**src/rtl/dif_bfly_pkg.sv**
```systemverilog
`timescale 1ns/1ps
package dif_bfly_pkg;

  // real multipliers instantiated for a given clocks-per-enable setting
  function automatic int mults_for(input int ckpce);
    case (ckpce)
      2:       return 2;
      3:       return 1;
      default: return 3;
    endcase
  endfunction

  typedef enum logic [1:0] {
    PH_A = 2'd0,
    PH_B = 2'd1,
    PH_C = 2'd2
  } share_ph_e;

endpackage

```
**src/rtl/bfly_cround.sv**
```systemverilog
`timescale 1ns/1ps
module bfly_cround #(
  parameter int IN_W  = 8,
  parameter int OUT_W = 8,
  parameter int DROP  = 0
) (
  input  logic signed [IN_W-1:0]  val_i,
  output logic signed [OUT_W-1:0] val_o
);
  localparam int RW = IN_W - DROP + 1;

  logic signed [RW-1:0] rnd;

  generate
    if (DROP > 0) begin : g_round
      logic signed [IN_W:0] ext, bias, summed;
      always_comb begin
        ext    = {val_i[IN_W-1], val_i};
        // half minus one when the kept lsb is even, so ties stay even
        bias   = ({{IN_W{1'b0}}, 1'b1} << (DROP - 1)) - {{IN_W{1'b0}}, !val_i[DROP]};
        summed = ext + bias;
        rnd    = summed[IN_W:DROP];
      end
    end else begin : g_pass
      always_comb rnd = {val_i[IN_W-1], val_i};
    end

    if (OUT_W <= RW) begin : g_narrow
      assign val_o = rnd[OUT_W-1:0];
    end else begin : g_wide
      assign val_o = {{(OUT_W-RW){rnd[RW-1]}}, rnd};
    end
  endgenerate

endmodule

```
**src/rtl/bfly_cmult.sv**
```systemverilog
`timescale 1ns/1ps
module bfly_cmult #(
  parameter int DW    = 17,
  parameter int CW    = 20,
  parameter int PW    = DW + CW + 2,
  parameter int CKPCE = 1
) (
  input  logic                 clk_i,
  input  logic                 rst_ni,
  input  logic                 ce_i,
  input  logic signed [DW-1:0] dre_i,
  input  logic signed [DW-1:0] dim_i,
  input  logic signed [CW-1:0] cre_i,
  input  logic signed [CW-1:0] cim_i,
  output logic signed [PW-1:0] pre_o,
  output logic signed [PW-1:0] pim_o
);
  import dif_bfly_pkg::*;

  localparam int NMULT = mults_for(CKPCE);

  logic signed [PW-1:0] dr, di, cr, ci;
  logic signed [PW-1:0] pre_q, pim_q;

  assign dr = {{(PW-DW){dre_i[DW-1]}}, dre_i};
  assign di = {{(PW-DW){dim_i[DW-1]}}, dim_i};
  assign cr = {{(PW-CW){cre_i[CW-1]}}, cre_i};
  assign ci = {{(PW-CW){cim_i[CW-1]}}, cim_i};

  generate
    if (NMULT == 3) begin : g_three
      logic signed [PW-1:0] t1, t2, t3;
      always_comb begin
        t1 = cr * (dr + di);
        t2 = di * (cr + ci);
        t3 = dr * (ci - cr);
      end
      always_ff @(posedge clk_i) begin
        if (ce_i) begin
          pre_q <= t1 - t2;
          pim_q <= t1 + t3;
        end
      end
    end else if (NMULT == 2) begin : g_two
      logic signed [PW-1:0] opb0, opb1, m0, m1, rr_q, ii_q;
      always_comb begin
        opb0 = ce_i ? ci : cr;
        opb1 = ce_i ? cr : ci;
        m0   = dr * opb0;
        m1   = di * opb1;
      end
      // direct products taken on the idle clock
      always_ff @(posedge clk_i) begin
        if (!ce_i) begin
          rr_q <= m0;
          ii_q <= m1;
        end
      end
      always_ff @(posedge clk_i) begin
        if (ce_i) begin
          pre_q <= rr_q - ii_q;
          pim_q <= m0 + m1;
        end
      end
    end else begin : g_one
      share_ph_e            ph_q;
      logic signed [PW-1:0] xa, xb, m, t1_q, t2_q;
      always_comb begin
        if (ce_i) begin
          xa = dr;
          xb = ci - cr;
        end else if (ph_q == PH_A) begin
          xa = cr;
          xb = dr + di;
        end else begin
          xa = di;
          xb = cr + ci;
        end
        m = xa * xb;
      end
      always_ff @(posedge clk_i or negedge rst_ni) begin
        if (!rst_ni)             ph_q <= PH_A;
        else if (ce_i)           ph_q <= PH_A;
        else if (ph_q == PH_A)   ph_q <= PH_B;
        else                     ph_q <= PH_C;
      end
      always_ff @(posedge clk_i) begin
        if (!ce_i) begin
          if (ph_q == PH_A)      t1_q <= m;
          else if (ph_q == PH_B) t2_q <= m;
        end
      end
      always_ff @(posedge clk_i) begin
        if (ce_i) begin
          pre_q <= t1_q - t2_q;
          pim_q <= t1_q + m;
        end
      end
    end
  endgenerate

  assign pre_o = pre_q;
  assign pim_o = pim_q;

  // enable spacing monitor for the shared variants
  logic [1:0] idle_cnt_q;
  logic       seen_q;
  always_ff @(posedge clk_i or negedge rst_ni) begin
    if (!rst_ni) begin
      idle_cnt_q <= 2'd0;
      seen_q     <= 1'b0;
    end else if (ce_i) begin
      idle_cnt_q <= 2'd0;
      seen_q     <= 1'b1;
    end else if (idle_cnt_q != 2'd3) begin
      idle_cnt_q <= idle_cnt_q + 2'd1;
    end
  end


  gap_ok_chk: assert property (@(posedge clk_i) disable iff (!rst_ni)
    (ce_i && seen_q) |-> (idle_cnt_q >= 2'(CKPCE - 1)));


  prod_hold_chk: assert property (@(posedge clk_i) disable iff (!rst_ni)
    !ce_i |=> ($stable(pre_o) && $stable(pim_o)));

endmodule

```
**src/rtl/dif_butterfly.sv**
```systemverilog
`timescale 1ns/1ps
module dif_butterfly #(
  parameter int IW    = 16,
  parameter int CW    = 20,
  parameter int OW    = 17,
  parameter int SHIFT = 0,
  parameter int CKPCE = 1
) (
  input  logic            clk_i,
  input  logic            rst_ni,
  input  logic            ce_i,
  input  logic            sync_i,
  input  logic [2*IW-1:0] a_i,
  input  logic [2*IW-1:0] b_i,
  input  logic [2*CW-1:0] c_i,
  output logic [2*OW-1:0] left_o,
  output logic [2*OW-1:0] right_o,
  output logic            sync_o
);
  localparam int DW    = IW + 1;
  localparam int PW    = DW + CW + 2;
  localparam int SDROP = (DW > OW) ? (DW - OW) : 0;
  localparam int PDROP = CW - 2 + SHIFT;

  logic signed [IW-1:0] ar, ai, br, bi;
  assign ar = a_i[2*IW-1:IW];
  assign ai = a_i[IW-1:0];
  assign br = b_i[2*IW-1:IW];
  assign bi = b_i[IW-1:0];

  // stage A: add/subtract and coefficient capture
  logic signed [DW-1:0] sre_a_q, sim_a_q, dre_a_q, dim_a_q;
  logic signed [CW-1:0] cre_a_q, cim_a_q;
  always_ff @(posedge clk_i) begin
    if (ce_i) begin
      sre_a_q <= DW'(ar) + DW'(br);
      sim_a_q <= DW'(ai) + DW'(bi);
      dre_a_q <= DW'(ar) - DW'(br);
      dim_a_q <= DW'(ai) - DW'(bi);
      cre_a_q <= c_i[2*CW-1:CW];
      cim_a_q <= c_i[CW-1:0];
    end
  end

  // stage B: sum held to match the multiply register
  logic signed [DW-1:0] sre_b_q, sim_b_q;
  always_ff @(posedge clk_i) begin
    if (ce_i) begin
      sre_b_q <= sre_a_q;
      sim_b_q <= sim_a_q;
    end
  end

  logic signed [PW-1:0] pre_b, pim_b;
  bfly_cmult #(.DW(DW), .CW(CW), .PW(PW), .CKPCE(CKPCE)) u_cmult (
    .clk_i  (clk_i),
    .rst_ni (rst_ni),
    .ce_i   (ce_i),
    .dre_i  (dre_a_q),
    .dim_i  (dim_a_q),
    .cre_i  (cre_a_q),
    .cim_i  (cim_a_q),
    .pre_o  (pre_b),
    .pim_o  (pim_b)
  );

  // lane 1 = real, lane 0 = imaginary
  logic signed [DW-1:0] s_lane [2];
  logic signed [PW-1:0] p_lane [2];
  logic signed [OW-1:0] s_rnd  [2];
  logic signed [OW-1:0] p_rnd  [2];

  assign s_lane[1] = sre_b_q;
  assign s_lane[0] = sim_b_q;
  assign p_lane[1] = pre_b;
  assign p_lane[0] = pim_b;

  generate
    for (genvar k = 0; k < 2; k++) begin : g_lane
      bfly_cround #(.IN_W(DW), .OUT_W(OW), .DROP(SDROP)) u_sum_rnd (
        .val_i (s_lane[k]),
        .val_o (s_rnd[k])
      );
      bfly_cround #(.IN_W(PW), .OUT_W(OW), .DROP(PDROP)) u_prod_rnd (
        .val_i (p_lane[k]),
        .val_o (p_rnd[k])
      );
    end
  endgenerate

  logic [2*OW-1:0] left_q, right_q;
  always_ff @(posedge clk_i) begin
    if (ce_i) begin
      left_q  <= {s_rnd[1], s_rnd[0]};
      right_q <= {p_rnd[1], p_rnd[0]};
    end
  end

  logic sync_a_q, sync_b_q, sync_q;
  always_ff @(posedge clk_i or negedge rst_ni) begin
    if (!rst_ni) begin
      sync_a_q <= 1'b0;
      sync_b_q <= 1'b0;
      sync_q   <= 1'b0;
    end else if (ce_i) begin
      sync_a_q <= sync_i;
      sync_b_q <= sync_a_q;
      sync_q   <= sync_b_q;
    end
  end

  assign left_o  = left_q;
  assign right_o = right_q;
  assign sync_o  = sync_q;


  idle_hold_chk: assert property (@(posedge clk_i) disable iff (!rst_ni)
    !ce_i |=> ($stable(left_o) && $stable(right_o) && $stable(sync_o)));


  sync_on_ce_chk: assert property (@(posedge clk_i) disable iff (!rst_ni)
    $rose(sync_o) |-> $past(ce_i));

endmodule

```
**config.mk**
```make
export PLATFORM = sky130hd
export DESIGN_NAME = dif_butterfly
export DESIGN_NICKNAME = d
export VERILOG_FILES = /design/src/rtl/dif_bfly_pkg.sv /design/src/rtl/bfly_cround.sv /design/src/rtl/bfly_cmult.sv /design/src/rtl/dif_butterfly.sv
export SDC_FILE = /design/constraint.sdc
export NUM_CORES = 2
export LEC_CHECK = 0
export ABC_CLOCK_PERIOD_IN_PS = 11900
export CORE_MARGIN = 10
export CORE_UTILIZATION = 45
export DETAILED_ROUTE_END_ITERATION = 10
export SKIP_LAST_GASP = 1
export SYNTH_ARGS = -nofsm -noshare
export SYNTH_HDL_FRONTEND = slang
export SYNTH_SLANG_ARGS = --single-unit
```
**constraint.sdc**
```tcl
create_clock -name clk_i -period 11.9 [get_ports clk_i]
set_clock_uncertainty 0.2 [all_clocks]
set_input_delay 3.57 -clock clk_i [delete_from_list [all_inputs] [get_ports clk_i]]
set_output_delay 3.57 -clock clk_i [all_outputs]
set_load 0.01 [all_outputs]
```
==> metrics.md <==
| Metric | Value |
|---|---|
| Boundary Pins | between 150 and 200 |
| Final setup violation count | 10 |
| DP HPWL | 120 mm |
| Global-route wire length before repair | ~230 mm |
| Slowest stage delay, CP | about 0.56 ns |
| Drt first pass iters | 6 |
| Worst hold-check path type | register to register |
| Post-Syn Area | ~0.053 sq mm |
| Fin. max-slew vios | 0 |
| Core area | between 0.1 and 0.15 sq mm |
| Vias | 38100 |
| Number of synthesized register bits | 281 |
| Final #Nets | 7481 |
| Max Freq | slightly below 80 MHz |
| Worst Path Arrival | between 10 and 15 ns |
| Worst-path fanout max | 8 |
| Max stage delay cell, worst path | fa_1 |
| Std-Cell Rows | about 130 |
| Initial antenna violation count | 9 |
| Post-synth cell types | between 70 and 80 |
| H-tree depth | 2 |
| Final worst setup slack | -0.695 ns |
| Worst Path Required | 12.04 ns |
| Post-synth EDFFs | approximately 280 |
| Main synth FF type | edfxtp_1 |
| Async S/R FF share, synth | 0.0107 |
| Worst skew pair latency | between 0.6 and 0.7 ns |
| Number of DRC markers in iteration 0 | about 2200 |
| Final Hold Fails | 0 |
| Synth top area share | 0.404 |
| Post-route ant nets | 0 |
| Setup crit end kind | register |
| Syn Inst Count | around 5400 |
| WL final | between 100 and 150 mm |
| Initial core utilization | 0.453 |
| CP Launch Type | register |
| Final Critical Period | roughly 13 ns |
| Layout Area Growth over Synthesis | 17.0% |
| Setup CP Type | register to register |
| Util after Layout | 0.530 |
| Fin crit share | 1.06 |
| Post-Syn Area per Cell | 9.91 sq um |
| Syn. warnings | 0 |
| Outcome | finished, violations left |
| Placer Congestion | roughly 0.91 |
| Die Area | ~0.13 sq mm |
| Routed len/inst | around 19 um |
| Drt via density | between 5 and 6 |
| Slew margin rel. | 0.197 |
| Max_cap viols | 0 |
| Total CTS buffers | 39 |
| Total congestion overflow | 0 |
| Syn_nets | between 7000 and 8000 |
| Dpl cell area | approximately 0.060 sq mm |
| Die Ht | roughly 360 um |
| Sequential fraction of the synthesis area | 0.158 |
| Hold_ws | just over 0.2 ns |
| CP most frequent cell | fa_1 |
| Number of global-route vias before repair | 41500 |
| Port Buffers | around 180 |
| RSZ-0062 raised after global routing | yes |
| Largest area contributor in the synthesized netlist | fa_1 |
| Largest net degree at the start of global routing | between 100 and 150 |
| Clock slew at reported path FFs | 0.06 ns |
| CTS tree | done |
| Cts hold-fix bufs | 0 |
| Worst-Margin Slew | between 1 and 1.5 ns |
| Fill cells | 10600 |
| Failing checks | setup timing |
| Synth top area cells | fa_1 (40%), edfxtp_1 (16%), ha_1 (11%), inv_1 (7.9%), nand2_1 (4.6%) |
| Root Driver | clkbuf_16 |
| Die W | 365 um |
| Final instance area | roughly 0.063 sq mm |
| # DRC | 0 |
| Largest buffer count on any clock path | 3 |
| Ratio of cells with drive above 1 in the final layout | 0.129 |
| GRT Overall Usage | 0.225 |
| Clk sinks | roughly 280 |
-- cells in the mapped netlist, types with 4 or more instances --
library cell	number
inv_1	1125
fa_1	1079
nand2_1	662
ha_1	450
and2_1	372
edfxtp_1	278
clkbuf_1	204
xnor2_1	189
nor2_1	172
a21oi_1	147
nor2b_1	81
o21ai_0	74
a21o_1	73
xor2_1	68
nand2b_1	51
nor3_1	42
nand3_1	36
o21a_1	29
and3_1	28
o21bai_1	27
a211oi_1	18
a2111oi_0	14
o21ai_1	13
or2_2	13
nand4_1	10
o211ai_1	9
o31a_1	8
a31oi_1	7
o31ai_1	7
a221oi_1	6
a41oi_1	6
nand3b_1	6
or3_1	5
a21boi_0	4
buf_2	4
nor3b_1	4
nor4_1	4
o2111ai_1	4
o41ai_1	4
xnor3_1	4
-- stage by stage --
stage	std cells	setup WS, ns	setup TNS, ns
final	7410	-0.695	-2.26
after global routing	7408	-1.09	-8.16
after CTS	7384	-0.752	-4.35
after detailed placement	7297	-1.07	-9.36
after global placement	7297	-1.06	-7.29
after floorplan	5394	-0.116	-0.116
-- area by class of cell --
cell class	instances	area (sq um)	share of cell area
Multi-Input combinational cell	3777	41400	0.663
Clock inverter	24	203	0.00324
Timing Repair Buffer	618	5320	0.0850
Inverter	1127	4230	0.0676
Antenna cell	2	5.00	0.0000800
Sequential cell	281	8420	0.135
Tap cell	1536	1920	0.0307
Clock buffer	45	998	0.0160
-- final timing paths --
kind	to	slack [ns]	cells after the start	startpoint
setup reg to reg	u_cmult.pim_o[34]$_DFFE_PP_	-0.69	45	sim_a_q[0]$_DFFE_PP_
max in group asynchronous	sync_b_q$_DFFE_PN0P_	8.42	1	rst_ni
hold / removal	left_o[3]$_DFFE_PP_	0.20	0	sim_b_q[3]$_DFFE_PP_
setup / recovery	u_cmult.pim_o[34]$_DFFE_PP_	-0.69	45	sim_a_q[0]$_DFFE_PP_
hold reg to reg	left_o[3]$_DFFE_PP_	0.20	0	sim_b_q[3]$_DFFE_PP_
min in group asynchronous	sync_a_q$_DFFE_PN0P_	2.94	1	rst_ni
-- sequential cells by signal, summed over array words and instances (netlist names), 16 cells and up --
signal and count:
cre_a_q 20, dim_a_q 16, sim_b_q 17, right_o 34, u_cmult.pim_o 35, sim_a_q 17
dre_a_q 16, sre_b_q 17, sre_a_q 17, u_cmult.pre_o 35, left_o 34, cim_a_q 20
-- worst max-delay path: cells and delay by family (launching register included) --
kind            cells  cell delay (ns)
fa+ha+maj          15             6.36
compound gates     11             2.33
xor+xnor            9             1.80
simple gates        4             0.61
buf+inv             6             0.59
flops               1             0.44
-- layout by cell type, fill, tap and decap left out, types with 29 or more instances in the layout --
cell | Yosys | routed
inv_1 | 1125 | 1095
fa_1 | 1079 | 1059
nand2_1 | 662 | 652
ha_1 | 450 | 417
buf_4 | 0 | 411
and2_1 | 372 | 366
edfxtp_1 | 278 | 278
clkdlybuf4s50_1 | 0 | 175
nor2_1 | 172 | 165
xnor2_1 | 189 | 158
a21oi_1 | 147 | 116
nor2b_1 | 81 | 78
a21o_1 | 73 | 73
o21ai_0 | 74 | 61
xor2_1 | 68 | 60
nand2b_1 | 51 | 51
nor3_1 | 42 | 40
clkbuf_16 | 0 | 39
nand3_1 | 36 | 34
ha_4 | 0 | 31
inv_2 | 0 | 30
o21a_1 | 29 | 29
-- cells by family (layout without fill, tap and decap cells) --
| group | count (synthesis) | in the layout | synth area share |
|---|---|---|---|
| buffers and inverters | 1336 | 1814 | 0.0939 |
| multiplexers | 5 | 5 | 0.00101 |
| AO/OA/AOI/OAI | 488 | 488 | 0.0599 |
| XOR/XNOR | 262 | 262 | 0.0441 |
| adder cells (fa/ha/maj) | 1529 | 1529 | 0.509 |
| AND/OR/NAND/NOR | 1493 | 1493 | 0.134 |
| other | 0 | 2 | 0 |
| flip-flops | 281 | 281 | 0.158 |
-- per-layer routing --
layer  share of wire  vias to the layer above  track usage
met3           0.057                      203       0.0372
met2            0.50                      973        0.393
met4           0.027                        8       0.0595
met5         0.00039                        -            0
li1                -                    17300            -
met1            0.42                    19600        0.287
-- repair_timing --
item                                    in CTS  in global routing
buffers inserted                            27                 40
resized for setup                          111                152
pin swaps                                   87                158
hold endpoints to repair                     0                  0
endpoints found under the setup margin      19                 25
cloned                                       0                  0
Power is left out: the tool's default activity adds up to more than one toggle a clock period on the data nets, which glitch-free logic cannot reach.
